===== src/rtl/cas_pkg.sv =====
package cas_pkg;

  typedef enum logic [1:0] {
    SZ8  = 2'd0,
    SZ16 = 2'd1,
    SZ32 = 2'd2,
    SZ64 = 2'd3
  } op_size_e;

  typedef struct packed {
    logic ovf;
    logic sgn;
    logic zro;
    logic aux;
    logic par;
    logic brw;
  } cmp_flags_t;

  function automatic logic [63:0] width_mask(op_size_e s);
    case (s)
      SZ8:     return 64'h0000_0000_0000_00FF;
      SZ16:    return 64'h0000_0000_0000_FFFF;
      SZ32:    return 64'h0000_0000_FFFF_FFFF;
      default: return 64'hFFFF_FFFF_FFFF_FFFF;
    endcase
  endfunction

  function automatic logic top_bit(op_size_e s, logic [63:0] v);
    case (s)
      SZ8:     return v[7];
      SZ16:    return v[15];
      SZ32:    return v[31];
      default: return v[63];
    endcase
  endfunction

  // Flags of (a - m) at the operand width.
  function automatic cmp_flags_t sub_flags(op_size_e s, logic [63:0] a, logic [63:0] m);
    cmp_flags_t f;
    logic [63:0] am, mm, d;
    am    = a & width_mask(s);
    mm    = m & width_mask(s);
    d     = (am - mm) & width_mask(s);
    f.brw = am < mm;
    f.zro = (d == 64'd0);
    f.sgn = top_bit(s, d);
    f.ovf = (top_bit(s, am) != top_bit(s, mm)) && (top_bit(s, d) != top_bit(s, am));
    f.aux = am[3:0] < mm[3:0];
    f.par = ~^d[7:0];
    return f;
  endfunction

endpackage


===== src/rtl/cas_lanes.sv =====
module cas_lanes
  import cas_pkg::*;
#(
  parameter int NB = 8
) (
  input  op_size_e          size,
  input  logic [NB*8-1:0]   rep,
  input  logic [NB*8-1:0]   rdata,
  output logic [NB*8-1:0]   wdata,
  output logic [NB*8-1:0]   rd_sized,
  output logic [NB-1:0]     be
);
  localparam int LW = $clog2(NB) + 1;

  logic [LW-1:0] lane_cnt;
  assign lane_cnt = LW'(1) << size;

  for (genvar b = 0; b < NB; b++) begin : g_lane
    logic on;
    assign on                  = (LW'(b) < lane_cnt);
    assign be[b]               = on;
    assign wdata[8*b +: 8]     = on ? rep[8*b +: 8]   : 8'h00;
    assign rd_sized[8*b +: 8]  = on ? rdata[8*b +: 8] : 8'h00;
  end
endmodule


===== src/rtl/cas_compare.sv =====
module cas_compare
  import cas_pkg::*;
(
  input  op_size_e     size,
  input  logic [63:0]  acc,
  input  logic [63:0]  mem,
  output logic         match,
  output cmp_flags_t   flags
);
  assign match = ((acc ^ mem) & width_mask(size)) == 64'd0;
  assign flags = sub_flags(size, acc, mem);
endmodule


===== src/rtl/cas_seq.sv =====
module cas_seq #(
  parameter int LAT_OK   = 7,
  parameter int LAT_FAIL = 10
) (
  input  logic clk,
  input  logic rst_n,
  input  logic start,
  input  logic bad,
  input  logic match,
  output logic busy,
  output logic rd_en,
  output logic wr_en,
  output logic lock,
  output logic cmp_phase,
  output logic fin,
  output logic done,
  output logic trap
);
  localparam int CW = $clog2(LAT_FAIL + 1);

  typedef enum logic [2:0] {
    S_IDLE, S_RD, S_CMP, S_WR, S_HOLD, S_DONE, S_TRAP
  } st_e;

  st_e           st_q, st_d;
  logic [CW-1:0] cnt_q;
  logic [CW-1:0] tgt_q;

  assign fin = ((st_q == S_WR) || (st_q == S_HOLD)) && (cnt_q == tgt_q - CW'(1));

  always_comb begin
    st_d = st_q;
    case (st_q)
      S_IDLE: if (start) st_d = bad ? S_TRAP : S_RD;
      S_RD:   st_d = S_CMP;
      S_CMP:  st_d = match ? S_WR : S_HOLD;
      S_WR:   st_d = fin ? S_DONE : S_HOLD;
      S_HOLD: if (fin) st_d = S_DONE;
      default: st_d = S_IDLE;
    endcase
  end

  always_ff @(posedge clk or negedge rst_n) begin
    if (!rst_n) begin
      st_q  <= S_IDLE;
      cnt_q <= '0;
      tgt_q <= CW'(LAT_FAIL);
    end else begin
      st_q <= st_d;
      if (st_q == S_IDLE) cnt_q <= CW'(1);
      else                cnt_q <= cnt_q + CW'(1);
      if (st_q == S_CMP) tgt_q <= match ? CW'(LAT_OK) : CW'(LAT_FAIL);
    end
  end

  assign busy      = (st_q != S_IDLE);
  assign rd_en     = (st_q == S_RD);
  assign wr_en     = (st_q == S_WR);
  assign lock      = (st_q == S_RD) || (st_q == S_CMP) || (st_q == S_WR);
  assign cmp_phase = (st_q == S_CMP);
  assign done      = (st_q == S_DONE);
  assign trap      = (st_q == S_TRAP);

  // at most one of the phase outputs at a time
  p_phase_excl_r1: assert property (@(posedge clk) disable iff (!rst_n)
    $onehot0({rd_en, wr_en, done, trap}));

  // done is a single-cycle pulse
  p_done_pulse_r9: assert property (@(posedge clk) disable iff (!rst_n)
    done |=> !done);

  // read follows acceptance of a legal request
  p_read_after_start_r3: assert property (@(posedge clk) disable iff (!rst_n)
    (start && !busy && !bad) |=> (rd_en && lock));
endmodule


===== src/rtl/cas_unit.sv =====
module cas_unit
  import cas_pkg::*;
#(
  parameter int AW       = 4,
  parameter int LAT_OK   = 7,
  parameter int LAT_FAIL = 10
) (
  input  logic          clk,
  input  logic          rst_n,
  input  logic          req_valid,
  input  logic [AW-1:0] req_addr,
  input  logic [1:0]    req_size,
  input  logic          req_reg_form,
  input  logic [31:0]   cmp_lo,
  input  logic [31:0]   cmp_hi,
  input  logic [31:0]   rep_lo,
  input  logic [31:0]   rep_hi,
  output logic          busy,
  output logic          done,
  output logic          trap,
  output logic [63:0]   done_data,
  output logic          flag_zf,
  output logic          flag_of,
  output logic          flag_sf,
  output logic          flag_af,
  output logic          flag_pf,
  output logic          flag_cf,
  output logic          mem_en,
  output logic          mem_we,
  output logic          mem_lock,
  output logic [AW-1:0] mem_addr,
  output logic [7:0]    mem_be,
  output logic [63:0]   mem_wdata,
  input  logic [63:0]   mem_rdata
);
  localparam int DW = 64;
  localparam int HW = DW / 2;
  localparam int NB = DW / 8;

  logic          accept, bad_req, wide_req;
  logic [AW-1:0] addr_q;
  op_size_e      size_q;
  logic [DW-1:0] acc_q, rep_q;
  logic [DW-1:0] rd_sized;
  logic          cmp_match;
  cmp_flags_t    cmp_flg;
  logic          rd_en, wr_en, cmp_phase, fin;
  logic          zf_pend;
  cmp_flags_t    flg_pend;
  logic [DW-1:0] data_pend;

  // named events for the assertions
  logic ev_match, ev_mismatch, ev_wide_done;

  assign wide_req = (req_size == 2'd3);
  assign bad_req  = wide_req && req_reg_form;
  assign accept   = req_valid && !busy;

  always_ff @(posedge clk or negedge rst_n) begin
    if (!rst_n) begin
      addr_q <= '0;
      size_q <= SZ8;
      acc_q  <= '0;
      rep_q  <= '0;
    end else if (accept) begin
      addr_q <= req_addr;
      size_q <= op_size_e'(req_size);
      acc_q  <= {wide_req ? cmp_hi : {HW{1'b0}}, cmp_lo};
      rep_q  <= {wide_req ? rep_hi : {HW{1'b0}}, rep_lo};
    end
  end

  cas_lanes #(.NB(NB)) u_lanes (
    .size     (size_q),
    .rep      (rep_q),
    .rdata    (mem_rdata),
    .wdata    (mem_wdata),
    .rd_sized (rd_sized),
    .be       (mem_be)
  );

  cas_compare u_cmp (
    .size  (size_q),
    .acc   (acc_q),
    .mem   (rd_sized),
    .match (cmp_match),
    .flags (cmp_flg)
  );

  cas_seq #(.LAT_OK(LAT_OK), .LAT_FAIL(LAT_FAIL)) u_seq (
    .clk       (clk),
    .rst_n     (rst_n),
    .start     (accept),
    .bad       (bad_req),
    .match     (cmp_match),
    .busy      (busy),
    .rd_en     (rd_en),
    .wr_en     (wr_en),
    .lock      (mem_lock),
    .cmp_phase (cmp_phase),
    .fin       (fin),
    .done      (done),
    .trap      (trap)
  );

  assign mem_en   = rd_en || wr_en;
  assign mem_we   = wr_en;
  assign mem_addr = addr_q;

  assign ev_match     = cmp_phase && cmp_match;
  assign ev_mismatch  = cmp_phase && !cmp_match;
  assign ev_wide_done = done && (size_q == SZ64);

  // capture the comparison while read data is on the port
  always_ff @(posedge clk or negedge rst_n) begin
    if (!rst_n) begin
      zf_pend   <= 1'b0;
      flg_pend  <= '0;
      data_pend <= '0;
    end else if (cmp_phase) begin
      zf_pend   <= cmp_match;
      flg_pend  <= cmp_flg;
      data_pend <= rd_sized;
    end
  end

  // publish results as done rises
  always_ff @(posedge clk or negedge rst_n) begin
    if (!rst_n) begin
      done_data <= '0;
      flag_zf   <= 1'b0;
      flag_of   <= 1'b0;
      flag_sf   <= 1'b0;
      flag_af   <= 1'b0;
      flag_pf   <= 1'b0;
      flag_cf   <= 1'b0;
    end else if (fin) begin
      done_data <= data_pend;
      flag_zf   <= zf_pend;
      if (size_q != SZ64) begin
        flag_of <= flg_pend.ovf;
        flag_sf <= flg_pend.sgn;
        flag_af <= flg_pend.aux;
        flag_pf <= flg_pend.par;
        flag_cf <= flg_pend.brw;
      end
    end
  end

  // checker-side write counter for the current operation
  logic [1:0] wr_seen;
  always_ff @(posedge clk or negedge rst_n) begin
    if (!rst_n)                      wr_seen <= 2'd0;
    else if (accept)                 wr_seen <= 2'd0;
    else if (mem_we && wr_seen != 2'd3) wr_seen <= wr_seen + 2'd1;
  end

  // writes only under lock
  p_write_locked_r4: assert property (@(posedge clk) disable iff (!rst_n)
    mem_we |-> mem_lock);

  // a match is followed directly by a locked write
  p_match_writes_r4: assert property (@(posedge clk) disable iff (!rst_n)
    ev_match |=> (mem_we && mem_lock));

  // a mismatch is never followed by a write
  p_mismatch_no_write_r5: assert property (@(posedge clk) disable iff (!rst_n)
    ev_mismatch |=> !mem_we);

  // success reports one write, failure none
  p_done_zf_writes_r5: assert property (@(posedge clk) disable iff (!rst_n)
    done |-> (wr_seen == (flag_zf ? 2'd1 : 2'd0)));

  // trap cycle makes no access and no completion
  p_trap_silent_r10: assert property (@(posedge clk) disable iff (!rst_n)
    trap |-> (!mem_en && !done && !mem_lock));

  // wide completion leaves arithmetic flags alone
  p_wide_flags_r8: assert property (@(posedge clk) disable iff (!rst_n)
    ev_wide_done |-> $stable({flag_of, flag_sf, flag_af, flag_pf, flag_cf}));
endmodule


===== config.mk =====
export PLATFORM = sky130hd
export DESIGN_NAME = cas_unit
export DESIGN_NICKNAME = d
export VERILOG_FILES = /design/src/rtl/cas_pkg.sv /design/src/rtl/cas_lanes.sv /design/src/rtl/cas_compare.sv /design/src/rtl/cas_seq.sv /design/src/rtl/cas_unit.sv
export SDC_FILE = /design/constraint.sdc
export NUM_CORES = 1
export LEC_CHECK = 0
export BUFFER_PORTS_ARGS = -buffer_cell sky130_fd_sc_hd__buf_2
export CAP_MARGIN = 20
export CORE_AREA = 10 10 258 162
export DETAILED_ROUTE_END_ITERATION = 12
export DIE_AREA = 0 0 268 172
export PLACE_DENSITY_LB_ADDON = 0.15
export SYNTH_ARGS = -nofsm -noshare
export SYNTH_HDL_FRONTEND = slang
export SYNTH_SLANG_ARGS = --single-unit

===== constraint.sdc =====
create_clock -name clk -period 10.3 [get_ports clk]
set_input_delay 1.03 -clock clk [delete_from_list [all_inputs] [get_ports clk]]
set_output_delay 1.03 -clock clk [all_outputs]
set_load 0.1 [all_outputs]

==> metrics.txt, run 1 <==
status=finished, final reports clean; clock share of power=about 17%; largest incremental delay on the critical path=0.73 ns; critical path arrival=~5.3 ns; fraction of final layout cells sized beyond drive strength 1=between 30% and 40%; DR pass1 iterations=6; Sink Count=between 200 and 300; Final Max Slew Viols=0; antenna violations before repair=8; Placement Setup Slack=~5.5 ns; Setup Total Neg Slack=0 ns; worst max-slew margin expressed relative to the limit=32.3%; detailed placer's ending HPWL=35100 microns; Top Ports=354; Cell Int Power=between 3 and 4 mW; Setup Skew=0.0105 ns; clock latency on the worst-skew pair=around 0.56 ns; max_cap viols=0; final critical-path required period=slightly below 5 ns; most used flip-flop cell after synthesis=dfrtp_1; cell-by-cell trace of the critical path=buf_4 -> or2_2 -> nand2_1 -> ha_1 -> nand4_1 -> o41ai_1 -> a222oi_1 -> and4_1 -> nor3b_1 -> a21oi_1 -> o31a_1; setup bufs post-CTS=0; global-route wire length before repair=70700 microns; class of the worst hold path=in2async; worst endpoint required time=roughly 11 ns; number of global-route vias before repair=between 10000 and 15000; residual antenna-violating net count after detailed routing=0; sequential share of power=28.6%; routability cong.=just under 0.9; Port Buffer Count=352; proportion of total power due to net switching=~52%; wire length reported by the detailed router=~46000 microns; share of the yosys chip area belonging to registers=48.3%; fillers=3536; flop and latch count out of synthesis=282; r2r endpoint=flg_pend[5]; num rows=55; mean post-synth cell area=about 9.9 sq um; power per standard cell area=392 nW/um^2; IR Drop Worst-Case VDD=~340 uV; category of the critical setup timing path=reg2reg; Reg2Reg Setup Slack=5.46 ns; number of synthesized flops with an enable pin=0; synthesized cell area=between 10000 and 15000 sq um; clock root buffer=clkbuf_16; synthesized instance count=~1500; post-synth net total=1740; RR Startpoint=size_q[1]; maximum clock rate=between 200 and 250 MHz; share of power burned in combinational logic=a little over half; final setup vio count=0; Final Power=between 6 and 7 mW; wire length per cell=slightly above 20 microns; count of yosys warnings during synthesis=0; cells resized by post-CTS repair=0; largest driver fanout on the critical path=83; overall die area=between 40000 and 50000 sq um; setup ws final=roughly 5.5 ns; Total GRT Usage=19.5%; most frequent standard cell in the layout excluding fill and tap cells=buf_2; clock edge transition at the registers on the reported setup and hold paths=approximately 0.070 ns; commonest cells after routing, fill and taps aside=351 x buf_2, 279 x dfrtp_1, 276 x nand2_1, 150 x o21ai_0, 142 x mux2_2; Layout Area Growth over Synthesis=21.4%; CTS H-tree depth=1; unrepaired setup endpoints after global routing=false; Congestion Overflow GR=0; static power due to leakage=9.02 nW; die boundary height=172 microns; Initial Util=just under 40%; async set-reset flop share out of synthesis=between 90% and 100%; number of buffers between clock root and the deepest sink=3; first-iteration detailed-routing DRC count=between 800 and 900; average via count per standard cell=around 5.2; portion of the clock cycle consumed by the worst path in the final layout=a little under half; final net count=about 2000; highest-delay cell along the critical path=dfrtp_4; maximum number of pins on one net before global-route repair=about 100; combined buffer and inverter count along the critical path=1; Critical Path End Type=register; logic depth of the worst register-to-register path=11; total via count in the routed design=roughly 12000; slew at the pin with the worst max-slew slack=between 1 and 1.5 ns; CP delay by family, top=simple AND/OR/NAND/NOR gates; TritonCTS buffer count=30; crit start category=register; final hold violation count=0; count of different cell masters after synthesis=slightly below 70; TritonCTS clock tree=built; DR DRC count=0; sw power=3.65 mW; width of the die=around 270 microns; standard cell core area=approximately 37000 sq um; post-cts hold buffer count=0
[registers in the layout (all words and copies together), names as in the netlist]
name,flops
acc_q,64
data_pend,64
done_data,64
rep_q,64
flg_pend,5
mem_addr,4
u_seq.cnt_q,4
u_seq.st_q,3
size_q,2
u_seq.tgt_q,2
flag_af,1
flag_cf,1
flag_of,1
flag_pf,1
flag_sf,1
flag_zf,1
[cell type report]
cell class / instances / area, sq um / area share [%]
well taps: 484 / 606 / 3.41
clock inverters: 17 / 201 / 1.13
clock buffers: 39 / 856 / 4.82
repair buffers: 361 / 1840 / 10.4
multi-input cells: 1060 / 7070 / 39.8
diodes: 4 / 10.0 / 0.0564
inverters: 28 / 110 / 0.620
flip-flops and latches: 282 / 7060 / 39.8
[kinds of logic after synthesis]
logic type / count (synthesis) / share of synthesized area [%]
other: 1 / 0.0256
and+or+nand+nor: 528 / 17.2
adders and majority gates: 66 / 5.70
xor gates and xnor gates: 46 / 2.75
muxes: 146 / 11.4
AOI/OAI and AO/OA: 273 / 11.1
buffers and inverters: 130 / 3.62
DFF: 282 / 48.3
[metal layers]
metal,wire length [microns],vias to the layer above,track usage (%)
met5,34,-,0
met4,814,6,3.72
met3,3200,56,5.25
met2,20200,328,29.9
met1,22100,5717,27.5
li1,-,5721,-
[power groups by stage]
stage          registers [mW]  logic (mW)  clock network (mW)
6_report                 1.99        3.80                1.16
3_3_place_gp             1.99        3.78                   0
3_5_place_dp             2.01        3.82                   0
2_1_floorplan            2.54        2.45                   0
4_1_cts                  1.99        3.83                1.19
5_1_grt                  2.06        4.07                1.24
[worst max-delay path by stage]
| stage | slack [ns] | start | cells past startpoint | end |
|---|---|---|---|---|
| 2_1_floorplan | 6.51 | u_seq.st_q[2] | 3 | done |
| 3_3_place_gp | 5.74 | size_q[0] | 14 | flg_pend[5] |
| 3_5_place_dp | 5.52 | size_q[1] | 11 | flg_pend[5] |
| 4_1_cts | 5.51 | size_q[1] | 11 | flg_pend[5] |
| 5_1_grt | 5.17 | size_q[1] | 11 | flg_pend[5] |
| 6_report | 5.46 | size_q[1] | 11 | flg_pend[5] |
[stage by stage]
stage / instance area (sq um) / hold WS (ns) / util, % / cells
3_5_place_dp: 16700 / 0.464 / 45.1 / 2215
5_1_grt: 17700 / 0.492 / 47.9 / 2272
3_3_place_gp: 16700 / 0.455 / 45.1 / 2215
2_1_floorplan: 14600 / 0.443 / - / 1472
6_report: 17800 / 0.460 / 47.9 / 2275
4_1_cts: 17700 / 0.466 / 47.9 / 2271
[synth_stat cells (all sizes together) (11+ instances only)]
cell      n  area [sq um]
dfrtp   281          7030
nand2   280          1060
o21ai   150           751
mux2    142          1600
clkbuf   87           327
and3     66           413
ha       65           813
and2     52           325
a21oi    40           200
nor2     39           146
xnor2    33           289
inv      27           101
nand3    23           115
a21o     16           120
nand4    16           100
buf      15          92.6
xor2     13           114
nand2b   11          68.8
nor3     11          55.1
(Power assumes the default switching activity.)
==> run 2: changes to the inputs <==
--- a/config.mk
+++ b/config.mk
@@ -5,11 +5,12 @@
 export SDC_FILE = /design/constraint.sdc
 export NUM_CORES = 1
 export LEC_CHECK = 0
+export ABC_AREA = 1
 export BUFFER_PORTS_ARGS = -buffer_cell sky130_fd_sc_hd__buf_2
 export CAP_MARGIN = 20
-export CORE_AREA = 10 10 258 162
+export CORE_AREA = 10 10 259 162
 export DETAILED_ROUTE_END_ITERATION = 12
-export DIE_AREA = 0 0 268 172
+export DIE_AREA = 0 0 269 172
 export PLACE_DENSITY_LB_ADDON = 0.15
 export SYNTH_ARGS = -nofsm -noshare
 export SYNTH_HDL_FRONTEND = slang
==> constraint.sdc (replaced) <==
create_clock -name clk -period 4.2 [get_ports clk]
set_input_delay 0.42 -clock clk [delete_from_list [all_inputs] [get_ports clk]]
set_output_delay 0.42 -clock clk [all_outputs]
set_load 0.1 [all_outputs]
==> run 2 against run 1 <==
Global-route usage up 1.0 points; critical path type unchanged; critical path depth up 9; highest routed layer unchanged; flip-flop and latch count unchanged; die area up 0.37%; clock skew down 0.00052 ns; sequential share of layout area down 0.24 points; worst setup slack worse by 4.8 ns; synthesized cell count up 30%.
==> metrics.txt, run 2 <==
average via count per standard cell=4.80 (was 5.20); number of non-filler instances in the completed layout=2743 (was 2275); Commonest cells post-synth=659 x nand2_1, 281 x dfrtp_1, 184 x inv_1 (was 281 x dfrtp_1, 278 x nand2_1, 150 x o21ai_0); post-synth net total=2175 (was 1740); Core Util, Final=47.9% (about the same); slew at the pin with the worst max-slew slack=0.987 ns (was 1.02 ns); Synth top area share=47.6% (was 48.1%); detailed placer's ending HPWL=36400 microns (was 35100 microns); Critical Path End Type=register (unchanged); Initial Util=39.6% (was 39.5%); maximum number of pins on one net before global-route repair=115 (was 101); standard cell core area=37200 sq um (was 37000 sq um); Layout Area Growth over Synthesis=20.9% (was 21.4%); num rows=55 (unchanged); fraction of final layout cells sized beyond drive strength 1=19.5% (was 32.1%); final net count=2468 (was 2031); final critical-path required period=3.56 ns (was 4.84 ns); clock latency on the worst-skew pair=0.55 ns (was 0.56 ns); ranking of synthesized cells by area=dfrtp_1 48%, nand2_1 17%, o21ai_0 6.1% (was dfrtp_1 48%, mux2_2 11%, nand2_1 7.1%); async set-reset flop share out of synthesis=100% (unchanged); Setup Total Neg Slack=0 ns (unchanged); count of different cell masters after synthesis=39 (was 68); Setup Skew=0.00993 ns (was 0.0105 ns); wire length per cell=17.7 microns (was 20.4 microns); most used flip-flop cell after synthesis=dfrtp_1 (unchanged); category of the critical setup timing path=reg2reg (unchanged); width of the die=269 microns (was 268 microns); share of the yosys chip area belonging to registers=47.8% (was 48.3%); cells resized by post-CTS repair=0 (unchanged); CTS H-tree depth=1 (unchanged); status=finished, final reports clean (unchanged); Port Buffer Count=352 (unchanged); critical path arrival=3.99 ns (was 5.29 ns); largest driver fanout on the critical path=30 (was 83); largest incremental delay on the critical path=0.71 ns (was 0.73 ns); Most common cell on crit path=nand2_1; wire length reported by the detailed router=48600 microns (was 46400 microns); Top Ports=354 (unchanged); max_cap viols=0 (unchanged); synthesized cell area=14800 sq um (was 14600 sq um); die boundary height=172 microns (unchanged); most instantiated library cell after synthesis=nand2_1 (was dfrtp_1); commonest cells after routing, fill and taps aside=657 x nand2_1, 351 x buf_2, 280 x dfrtp_1, 182 x inv_1, 179 x o21ai_0 (was 351 x buf_2, 279 x dfrtp_1, 276 x nand2_1, 150 x o21ai_0, 142 x mux2_2); routability cong.=0.882 (was 0.874); logic depth of the worst register-to-register path=20 (was 11); Total GRT Usage=20.6% (was 19.5%); unrepaired setup endpoints after global routing=false (unchanged); count of yosys warnings during synthesis=0 (unchanged); overall die area=46300 sq um (was 46100 sq um); fillers=3845 (was 3536); final hold violation count=0 (unchanged); post-synthesis cell type with the largest combined area=dfrtp_1 (unchanged); synthesized instance count=1907 (was 1472); maximum clock rate=281 MHz (was 206 MHz); number of synthesized flops with an enable pin=0 (unchanged); Congestion Overflow GR=0 (unchanged); flop and latch count out of synthesis=282 (unchanged); mean post-synth cell area=7.74 sq um (was 9.93 sq um); Final Max Slew Viols=0 (unchanged); global-route wire length before repair=74800 microns (was 70700 microns); Sink Count=282 (unchanged); first-iteration detailed-routing DRC count=959 (was 822); residual antenna-violating net count after detailed routing=0 (unchanged); total via count in the routed design=13200 (was 11800); post-cts hold buffer count=1 (was 0); cell depth of the worst min-delay path=3; cell-by-cell trace of the critical path=nand2_4 -> inv_2 -> buf_4 -> nand2_1 -> ha_1 -> nand2_1 -> nor2_1 -> nand3_1 -> nor2_1 -> nand2_1 -> nor2_1 -> nor2_1 -> nand2_1 -> nand2_1 -> nand2_1 -> nand2_1 -> nand2_1 -> nand2_1 -> nand3_1 -> nand2_1 (was buf_4 -> or2_2 -> nand2_1 -> ha_1 -> nand4_1 -> o41ai_1 -> a222oi_1 -> and4_1 -> nor3b_1 -> a21oi_1 -> o31a_1); clock root buffer=clkbuf_16 (unchanged); DR DRC count=0 (unchanged); final setup vio count=0 (unchanged); setup bufs post-CTS=0 (unchanged); DR pass1 iterations=5 (was 6); worst max-slew margin expressed relative to the limit=34.2% (was 32.3%); number of global-route vias before repair=13000 (was 12100); antenna violations before repair=13 (was 8); number of buffers between clock root and the deepest sink=3 (unchanged); most frequent standard cell in the layout excluding fill and tap cells=nand2_1 (was buf_2); worst endpoint required time=4.63 ns (was 10.75 ns); TritonCTS buffer count=29 (was 30); highest-delay cell along the critical path=dfrtp_2 (was dfrtp_4); portion of the clock cycle consumed by the worst path in the final layout=84.8% (was 47.0%); TritonCTS clock tree=built (unchanged); class of the worst hold path=in2reg (was in2async); clock edge transition at the registers on the reported setup and hold paths=0.06 ns (was 0.07 ns); crit start category=register (unchanged); instance count after placement with tap cells included=2681 (was 2215)
run 2: cell count changes in the layout (fill, tap and decap cells not counted), sizes merged, moves of 27 or more:
cell,change
xnor2,-27
nand2,+379
inv,+163
xor2,+38
nand3,+67
a21oi,+35
and2,-50
o21ai,+29
nor2,+106
mux2,-139
and3,-66
run 2: logic make-up after synthesis:
group / Yosys count / synth area share (%)
other: 1 / 0.0254
AOI/OAI and AO/OA: 277 / 9.77
muxes: 3 / 0.229
xor gates and xnor gates: 57 / 3.38
buffers and inverters: 293 / 8.19
adders and majority gates: 66 / 5.65
DFF: 282 / 47.8
and+or+nand+nor: 928 / 24.9
run 2: area by class of cell:
cell class / instances / area, sq um / share of cell area [%]
multi-input cells: 1332 / 6520 / 36.5
clock inverters: 15 / 171 / 0.960
clock buffers: 38 / 800 / 4.48
flip-flops and latches: 282 / 7060 / 39.6
diodes: 8 / 20.0 / 0.112
well taps: 513 / 642 / 3.60
inverters: 189 / 709 / 3.97
repair buffers: 366 / 1930 / 10.8
run 2: per-stage QoR:
step	worst slack [ns]	hold slack [ns]	area [sq um]
6_report	0.638	0.0678	17800
5_1_grt	0.255	0.0424	17800
4_1_cts	0.671	0.0341	17800
3_5_place_dp	0.684	0.453	16800
3_3_place_gp	0.740	0.448	16800
2_1_floorplan	1.24	0.124	14800
run 2: worst max-delay path, delay by kind of cell (launching register included):
kind                     cells  cell delay [ns]
AND/OR/NAND/NOR             17             1.65
flip-flops                   1             0.71
adder cells (fa/ha/maj)      1             0.33
buffers and inverters        2             0.73
run 2: worst paths after layout:
kind | startpoint | slack, ns | end
max in group asynchronous | rst_n | 2.64 | data_pend[38]
min in group asynchronous | rst_n | 0.53 | done_data[24]
worst max register to register | size_q[1] | 0.64 | flg_pend[5]
worst max-delay path | size_q[1] | 0.64 | flg_pend[5]
worst min-delay path | rep_lo[2] | 0.07 | rep_q[2]
worst min register to register | done_data[43] | 0.47 | done_data[43]
run 2: per-layer routing:
metal / vias up / wire (microns) / track usage [%]
li1: 6604 / - / -
met1: 6151 / 23300 / 29.2
met2: 353 / 20600 / 30.5
met3: 55 / 3770 / 6.13
met4: 6 / 891 / 4.06
met5: - / 38 / 0
Power of run 2 is not shown: default switching activity piles up to over one toggle a cycle in this logic, so the estimate is an artifact.
